File: config.mk
export PLATFORM = sky130hd
export DESIGN_NAME = i2c_client_status_mon
export DESIGN_NICKNAME = d
export VERILOG_FILES = /design/src/rtl/i2c_client_status_mon.sv
export SDC_FILE = /design/constraint.sdc
export NUM_CORES = 1
export LEC_CHECK = 0
export ABC_AREA = 1
export BUFFER_PORTS_ARGS = -buffer_cell sky130_fd_sc_hd__buf_4
export CAP_MARGIN = 5
export CORE_UTILIZATION = 55
export DETAILED_ROUTE_END_ITERATION = 7
export PLACE_DENSITY = 0.77
export SLEW_MARGIN = 20
export SYNTH_ARGS = -nofsm -noshare
export SYNTH_HDL_FRONTEND = slang
export SYNTH_SLANG_ARGS = --single-unit
File: constraint.sdc
create_clock -name clk -period 2.9 [get_ports clk]
set_clock_uncertainty 0.2 [all_clocks]
set_input_delay 0.87 -clock clk [delete_from_list [all_inputs] [get_ports clk]]
set_output_delay 0.87 -clock clk [all_outputs]
set_load 0.02 [all_outputs]
File: src/rtl/i2c_client_status_mon.sv
module i2c_client_status_mon #(
  parameter int IDLE_W = 8
) (
  input  logic              clk,
  input  logic              rst_n,
  input  logic              scl_in,
  input  logic              sda_in,
  input  logic              ten_bit,
  input  logic [9:0]        own_addr,
  input  logic [IDLE_W-1:0] idle_limit,
  output logic              bus_free,
  output logic              client_active,
  output logic              read_flag,
  output logic              data_flag
);

  logic [1:0] scl_sy, sda_sy;
  logic       scl_q, sda_q;
  wire        scl_s = scl_sy[1];
  wire        sda_s = sda_sy[1];

  always_ff @(posedge clk or negedge rst_n)
    if (!rst_n) begin
      scl_sy <= 2'b11; sda_sy <= 2'b11; scl_q <= 1'b1; sda_q <= 1'b1;
    end else begin
      scl_sy <= {scl_sy[0], scl_in};
      sda_sy <= {sda_sy[0], sda_in};
      scl_q  <= scl_s;
      sda_q  <= sda_s;
    end

  wire scl_rise = scl_s & ~scl_q;
  wire scl_fall = ~scl_s & scl_q;
  wire start_c  = scl_s & scl_q & sda_q & ~sda_s;
  wire stop_c   = scl_s & scl_q & ~sda_q & sda_s;

  // bus idle timer
  logic [IDLE_W-1:0] idle_cnt;
  always_ff @(posedge clk or negedge rst_n)
    if (!rst_n) begin
      idle_cnt <= '0; bus_free <= 1'b0;
    end else if (!(scl_s && sda_s)) begin
      idle_cnt <= '0; bus_free <= 1'b0;
    end else if (idle_cnt == idle_limit) begin
      bus_free <= 1'b1;
    end else begin
      idle_cnt <= idle_cnt + 1'b1;
    end

  // bit and byte framing
  logic       in_xfer, first_byte, next_low, hi_ok, armed;
  logic [3:0] bit_cnt;
  logic [7:0] shreg;
  wire        byte_done = in_xfer && scl_fall && (bit_cnt == 4'd8);

  always_ff @(posedge clk or negedge rst_n)
    if (!rst_n) begin
      in_xfer <= 1'b0; bit_cnt <= '0; shreg <= '0;
    end else if (start_c) begin
      in_xfer <= 1'b1; bit_cnt <= '0;
    end else if (stop_c) begin
      in_xfer <= 1'b0; bit_cnt <= '0;
    end else if (in_xfer) begin
      if (scl_rise) begin
        bit_cnt <= bit_cnt + 1'b1;
        if (bit_cnt < 4'd8) shreg <= {shreg[6:0], sda_s};
      end else if (scl_fall && bit_cnt == 4'd9) begin
        bit_cnt <= '0;
      end
    end

  // address decode
  wire prefix    = shreg[7:3] == 5'b11110;
  wire hi_match  = prefix && (shreg[2:1] == own_addr[9:8]);
  wire m7        = !ten_bit && first_byte && (shreg[7:1] == own_addr[6:0]);
  wire m10_low   = ten_bit && !first_byte && next_low && hi_ok && (shreg == own_addr[7:0]);
  wire m10_read  = ten_bit && first_byte && hi_match && shreg[0] && armed;
  wire is_addr   = first_byte || (ten_bit && next_low);

  always_ff @(posedge clk or negedge rst_n)
    if (!rst_n) begin
      first_byte <= 1'b0; next_low <= 1'b0; hi_ok <= 1'b0; armed <= 1'b0;
      client_active <= 1'b0; read_flag <= 1'b0; data_flag <= 1'b0;
    end else if (start_c || stop_c) begin
      client_active <= 1'b0;
      first_byte    <= start_c;
      next_low      <= 1'b0;
      if (stop_c) armed <= 1'b0;
    end else if (byte_done) begin
      first_byte <= 1'b0;
      data_flag  <= !is_addr;
      next_low   <= ten_bit && first_byte && prefix && !shreg[0];
      hi_ok      <= hi_match;
      if (ten_bit && first_byte && prefix && !shreg[0]) armed <= 1'b0;
      if (m7) begin
        client_active <= 1'b1; read_flag <= shreg[0];
      end else if (m10_low) begin
        client_active <= 1'b1; read_flag <= 1'b0; armed <= 1'b1;
      end else if (m10_read) begin
        client_active <= 1'b1; read_flag <= 1'b1;
      end
    end

  assert_idle_drop_R1: assert property (@(posedge clk) disable iff (!rst_n)
    !(scl_s && sda_s) |=> !bus_free);
  assert_active_rise_R2: assert property (@(posedge clk) disable iff (!rst_n)
    $rose(client_active) |-> $past(byte_done));
  assert_active_clear_R5: assert property (@(posedge clk) disable iff (!rst_n)
    (start_c || stop_c) |=> !client_active);
  assert_read_hold_R6: assert property (@(posedge clk) disable iff (!rst_n)
    !byte_done |=> $stable(read_flag));
  assert_data_hold_R7: assert property (@(posedge clk) disable iff (!rst_n)
    !byte_done |=> $stable(data_flag));
  assert_stop_disarm_R4: assert property (@(posedge clk) disable iff (!rst_n)
    stop_c |=> !armed);

endmodule

# Yosys cells after proc, flatten, opt, wreduce, memory -nomap -nowiden
# Index checks and enable logic that the tools add are counted.
# classes
n_bitwise,14
n_eq_ne,10
add_sub_neg,2
order_cmp,1
mux,27
reduce_logical,36
# ops
cell,n
1-bit two-way mux,20
4-bit two-way mux,5
1-bit logical AND,18
8-bit equality test,2
8-bit two-way mux,2
8-bit by 1-bit adder with 8-bit output (second input constant),1
4-bit equality test (second input constant),2
2-bit AND reduction,4
4-bit nonzero test,2
1-bit AND,7
7-bit equality test,1
1-bit inverter,7
3-bit nonzero test,2
5-bit equality test (second input constant),1
5-bit AND reduction,1
4-bit by 1-bit adder with 4-bit output (second input constant),1
1-bit logical NOT,4
4-bit less-than comparator (second input constant),1
2-bit inequality test (second input constant),2
2-bit nonzero test,2
3-bit AND reduction,1
2-bit equality test,1
1-bit logical OR,2
2-bit by 1-bit inequality test with 1-bit output (second input constant),1
# totals
out_inout_bits,4
elab_cells,106
inputBits,23
register_bits,35

# Longest topological paths before layout
# Gate-level depths: netlist of the first run.
# logic_depth
word_depth,10
mapped_depth,11

# Worst setup path after synthesis of the first run
# OpenSTA, ideal clock, no wires.
# synth_path
path_kind,input port to flip-flop
from,in idle_limit[5]
to,reg idle_cnt[3]
required_time_ps,2579
stages,6
setup_slack_ps,1016
setup_time_ps,121
t_arrival_ps,1563
path_cell_list,or2_0 -> a21oi_1 -> and2_4 -> nand2_2 -> nand2_2 -> o21ai_1
# synth_via
elab_chain_cells,2
# synth_rtl
item,line,source
start: declaration,10,"input logic [IDLE_W-1:0] idle_limit,"
8-bit equality test,44,end else if (idle_cnt == idle_limit) begin
2-bit inequality test (no source line),--,
end signal: assignment,47,idle_cnt <= idle_cnt + 1'b1;
end: declaration,38,logic [IDLE_W-1:0] idle_cnt;
# No other way between the ends.
# A chain may end at the register's enable or synchronous reset.

# Worst setup path in the final report of the first run
# layout_path
from,reg read_flag
to,out read_flag
# layout_lines
item,line,source
start: declaration,13,"output logic read_flag,"
start signal: assignment,83,client_active <= 1'b0; read_flag <= 1'b0; data_flag <= 1'b0;
start signal: assignment,96,client_active <= 1'b1; read_flag <= shreg[0];
start signal: assignment,98,client_active <= 1'b1; read_flag <= 1'b0; armed <= 1'b1;
# No word-level cell between the ends.

==> results of run 1 <==
[cells by family after synthesis]
group | Yosys count
and+or+nand+nor | 141
adders and majority gates | 4
DFF | 35
buffers and inverters | 36
xor gates and xnor gates | 17
AOI/OAI and AO/OA | 28
[through the flow]
step | hold WS, ps | total power [µW] | cell area [µm²] | setup WS [ps] | instances
finish | 157 | 1390 | 2370 | 1010 | 339
global route | 163 | 1500 | 2370 | 966 | 339
CTS | 159 | 1410 | 2370 | 993 | 339
detailed placement | 150 | 1020 | 2270 | 826 | 331
global placement | 145 | 1000 | 2270 | 859 | 331
floorplan | 145 | 902 | 2030 | 1020 | 261
[layer usage]
metal	vias up	part of all wire (%)	wire length, µm	global-route usage (%)
met5	-	0	0	0
met4	0	1.6	59	9.59
met3	7	5.0	190	5.11
met2	43	47	1790	38.3
met1	760	46	1760	29.6
li1	884	-	-	-
[sequential cells by signal, indices dropped and copies added (netlist names), 2 cells and up]
| signal | cells |
|---|---|
| idle_cnt | 8 |
| shreg | 8 |
| bit_cnt | 4 |
| scl_sy | 2 |
| sda_sy | 2 |
[power breakdown]
| group | leakage [µW] | switching (µW) | internal (µW) |
|---|---|---|---|
| clock network | 0.0000505 | 168 | 216 |
| registers | 0.000436 | 97.3 | 565 |
| logic | 0.000669 | 201 | 144 |
| total | 0.00116 | 467 | 925 |
[worst min-delay path by stage]
stage / start / to / slack, ps / depth (start not counted)
after detailed placement: sda_sy[0] / sda_sy[1] / 150 / 0
after CTS: sda_sy[0] / sda_sy[1] / 160 / 0
after global routing: scl_sy[0] / scl_sy[1] / 160 / 0
after global placement: scl_sy[0] / scl_sy[1] / 150 / 0
final: sda_sy[0] / sda_sy[1] / 160 / 0
after floorplan: scl_sy[0] / scl_sy[1] / 150 / 0
[cell type report]
type	count	share of cell area, %
well taps	46	2.42
multi-input cells	190	42.2
flip-flops and latches	35	37.2
repair buffers	26	8.22
clock buffers	7	4.06
inverters	34	5.59
clock inverters	1	0.316
[worst register-to-register path: stages (launching register included)]
cell     delay (ps)
dfrtp_1         430
inv_1           110
ha_1            160
nand2_1          80
nor3_4          360
nand3_1         170
nand2_1          90
a21oi_1          60
[cells in the mapped netlist]
cell type,number
a21oi_2,1
xor2_1,12
nor3_2,2
or2_2,1
and3_1,1
o21ai_0,3
nand3b_1,1
xnor2_1,5
buf_4,1
nor2_2,3
nor2_1,22
or2_1,2
nand4_1,5
inv_1,26
nand2_2,3
buf_2,1
dfrtp_1,29
nand3_1,17
nor2_4,1
clkinv_1,1
o311ai_1,1
and2_4,1
nand3_4,1
o21ai_1,14
or2_0,2
nand3_2,1
a21oi_1,9
nand2_1,77
clkinv_4,1
ha_1,4
nor3_4,1
inv_2,6
dfstp_2,6
==> results.cfg, run 1 <==
[run_status]
status = finished clean

[critical_path]
path_delay_family = flip-flops
crit_path_top_delay_cell = dfrtp_1
criticalPathCategory = reg -> out
path_cells = buf_4
worstSetupEndpointType = primary output
critPathMaxStageDelay_ps = 380
worstSetupStartpointType = flip-flop
rr_worst_depth = 7
cp.depth = 1
crit_path_end = read_flag
critPathBufInv = 1
cp_data_required_time_ps = 1830
cp.arrival_ps = 820
r2r_slack_ps = 1140
crit_path_start = read_flag
r2r_end = armed
path_max_fanout = 2
reg2reg_from = bit_cnt[0]

[min_path]
hp-class = reg -> reg

[timing]
drv_slew = 0
rsz0062_at_grt = no
period_needed_ps = 1890
fmax_mhz = 528
hold_viol_final = 0
setup_viol = 0
worst_slew_pin_slew_ps = 422
period_share_pct = 65.3
fin_setup_tns_ps = 0
max_slew_margin_pct = 71.9

[synthesis]
ys_ff_latch = 35
yosys.area_share.simple_pct = 32.2
synth_xor_area_share_pct = 7.34
synth_compound_gate_area_share_pct = 7.27
synth_area_um2 = 2030
synthAdderAreaFrac_pct = 2.47
synth.area.mux_share_pct = 0
synth_top_area_share_pct = 35.8
synth_top_family_by_area = simple AND/OR/NAND/NOR gates
syn_inst = 261
yosysWarnings = 0
ys_seq_area_share_pct = 43.5
synth_top_area_cell = dfrtp_1
synthTopCellsByArea = dfrtp_1, nand2_1, dfstp_2, xor2_1, inv_1
syn_avg_cell_area_um2 = 7.78
synth_nets = 288
post_synth_num_cell_types = 33

[layout]
drive_above_1_share_pct = 21.2
final_common_cell = nand2_1
finalNetCount = 319
multi_input_area_um2 = 1000
fill_cells = 305
seqCellArea_um2 = 883
diodes = 0
layout_common_cells = nand2_1, dfrtp_1, inv_1, buf_4, nor2_1
finish.utilization_pct = 69.0
area_growth_pct = 17.0

[power_and_ir_drop]
power-per-cell-area_nw_per_um2 = 587
peakVddDrop_mv = 0.333
leakage_uw = 0.00116

[die]
core_area_um2 = 3440
rows = 21
io-pin-count = 27
initial_core_util_pct = 59.0
fp.dieArea_um2 = 3940
die_w_um = 62.7
die_y_um = 62.7

[drt]
wl_um = 3800
ant_nets = 0
via_per_inst = 5.00
vias = 1694
drcViolationCount = 0
firstDrtPassIters = 4
wire_per_inst_um = 11.2
drt_iter0_markers = 94

[placement]
port-buffer-count = 26
gp_congestion = 0.875
dp_hpwl_um = 2960

[clocking]
postCtsSetupBuffers = 0
cts_resized = 0
cts_tree = yes
clock_latency_ps = 280
cts_sinks = 35
clk_pin_slew_worst_paths_ps = 70
root_buffer = clkbuf_8
cts_buffer_depth = 2
cts_buffers = 5
hold_buffers = 0
h-tree-depth = 2

[global_routing]
grt_pass1_vias = 1635
antenna_found_initial = 0
grt-ovfl-total = 0
grt_pass1_wl_um = 7000
track_usage_pct = 23.3
grt_max_degree = 36

[flow_run]
drv_cap = 0
Power figures use the tool's default switching activity.
==> inputs of run 2 (changes only) <==
Settings changed: CORE_UTILIZATION 55 to 51, PLACE_DENSITY 0.77 to 0.75.
Clock period 2.9 ns to 1.6 ns, I/O delays scaled along.
==> results.cfg, run 2 (synthesis gave the netlist of run 1 again) <==
[clocking]
h-tree-depth = 2
clk_pin_slew_worst_paths_ps = 70
clock_latency_ps = 280
cts_buffers = 5
cts_sinks = 35
cts_tree = yes
cts_buffer_depth = 2
root_buffer = clkbuf_8

[drt]
vias = 1830
wl_um = 4370
via_per_inst = 4.97
ant_nets = 0
drt_iter0_markers = 111
firstDrtPassIters = 6
drcViolationCount = 0
wire_per_inst_um = 11.9

[layout]
final_common_cell = nand2_1
area_growth_pct = 33.1
finalNetCount = 346
drive_above_1_share_pct = 36.6
layout_common_cells = nand2_1, buf_4, dfrtp_1
finish.utilization_pct = 72.2
fill_cells = 294
top_regs = idle_cnt: 8 flops, shreg: 8 flops, bit_cnt: 4 flops
stdcell_count = 368
diodes = 0

[power_and_ir_drop]
power-per-cell-area_nw_per_um2 = 952
leakage_uw = 0.00134
peakVddDrop_mv = 0.493

[run_status]
violations = setup timing
status = finished, violations left

[critical_path]
reg2reg_from = scl_sy[1]
cp.arrival_ps = 1570
path_delay_family = flip-flops
cp_data_required_time_ps = 1570
rr_worst_depth = 6
path_cells = inv_2 > nor2_4 > nand2_4 > buf_4 > o311ai_4 > a21oi_2
crit_path_top_delay_cell = dfstp_2
r2r_end = bit_cnt[3]
worstSetupStartpointType = flip-flop
r2r_slack_ps = -2
path_max_fanout = 5
worstSetupEndpointType = flip-flop
critPathMaxStageDelay_ps = 580
critPathBufInv = 2
criticalPathCategory = reg -> reg

[placement]
gp_congestion = 0.824
port-buffer-count = 26
dp_hpwl_um = 3060
place_inst = 349
place_ws_ps = -83.9

[timing]
whs_ps = 103
period_share_pct = 100
setup_viol = 1
hold_viol_final = 0
worst_slew_pin_slew_ps = 438
max_slew_margin_pct = 70.8
drv_slew = 0
period_needed_ps = 1600
worst_slack_ps = -1.78
fmax_mhz = 624
rsz0062_at_grt = yes

[global_routing]
grt_pass1_vias = 1644
track_usage_pct = 21.3
grt-ovfl-total = 0
antenna_found_initial = 0
grt_pass1_wl_um = 6820
grt_max_degree = 36

[die]
rows = 22
die_y_um = 65.1
core_area_um2 = 3740
fp.dieArea_um2 = 4240
io-pin-count = 27
initial_core_util_pct = 54.2
die_w_um = 65.1

[min_path]
min_from = sda_in
hp-class = in -> reg
hold_path_depth = 1
min_to = sda_sy[0]

[flow_run]
drv_cap = 0
==> run 2: changes by cell type in the layout (fill, tap and decap cells not counted), sizes merged <==
| cell | change |
|---|---|
| buf | +26 |
| clkbuf | -2 |
| clkinv | +3 |
| clkinvlp | -1 |
| dlygate4sd3 | +1 |
==> run 2: where the power goes <==
group          leakage [µW]  switching, µW  internal, µW  total [µW]
registers          0.000429            162          1030        1190
clock network     0.0000477            307           298         605
logic              0.000866            430           347         777
==> run 2: layer usage <==
layer | wire length (µm) | global-route usage [%] | part of all wire, % | up-vias
met2 | 2070 | 34.6 | 47 | 46
met1 | 1970 | 26.6 | 45 | 832
met3 | 218 | 5.28 | 5.0 | 10
met4 | 103 | 9.51 | 2.4 | 0
met5 | 0 | 0 | 0 | -
li1 | - | - | - | 942
==> run 2: cell type report <==
type                    count  area [µm²]  area share, %
flip-flops and latches     35         890           32.9
multi-input cells         190        1120           41.3
clock buffers               5        68.8           2.55
clock inverters             3        15.0          0.556
inverters                  34         135           5.00
repair buffers             53         417           15.4
well taps                  48        60.1           2.22
==> run 2: what timing repair did <==
item	4_1_cts	5_1_grt
endpoints found under the hold margin	29	0
hold buffers	1	0
setup endpoints to repair	4	24
buffers inserted	0	10
pin swaps	1	17
resized for setup	1	38
==> run 2: stage by stage <==
step	setup TNS (ps)	total power [µW]	area, µm²
finish	-1.78	2570	2700
global route	-678	2740	2700
CTS	0	2520	2500
detailed placement	-544	1910	2400
global placement	-398	1890	2400
floorplan	0	1640	2030
==> run 2: worst max-delay path by stage <==
stage                   from     endpoint  slack [ps]  depth (start not counted)
2_1_floorplan     bit_cnt[0]        armed          50                          7
3_3_place_gp     own_addr[2]    read_flag         -70                          8
3_5_place_dp   idle_limit[5]  idle_cnt[4]         -80                          8
4_1_cts            scl_sy[1]   bit_cnt[3]          10                          8
5_1_grt           first_byte    read_flag         -90                         10
6_report           scl_sy[1]   bit_cnt[3]          -2                          6
==> run 2: worst reg2reg max path: stages (launching register included) <==
cell      delay [ps]
dfstp_2          580
inv_2             70
nor2_4           140
nand2_4           90
buf_4            150
o311ai_4         220
a21oi_2           40
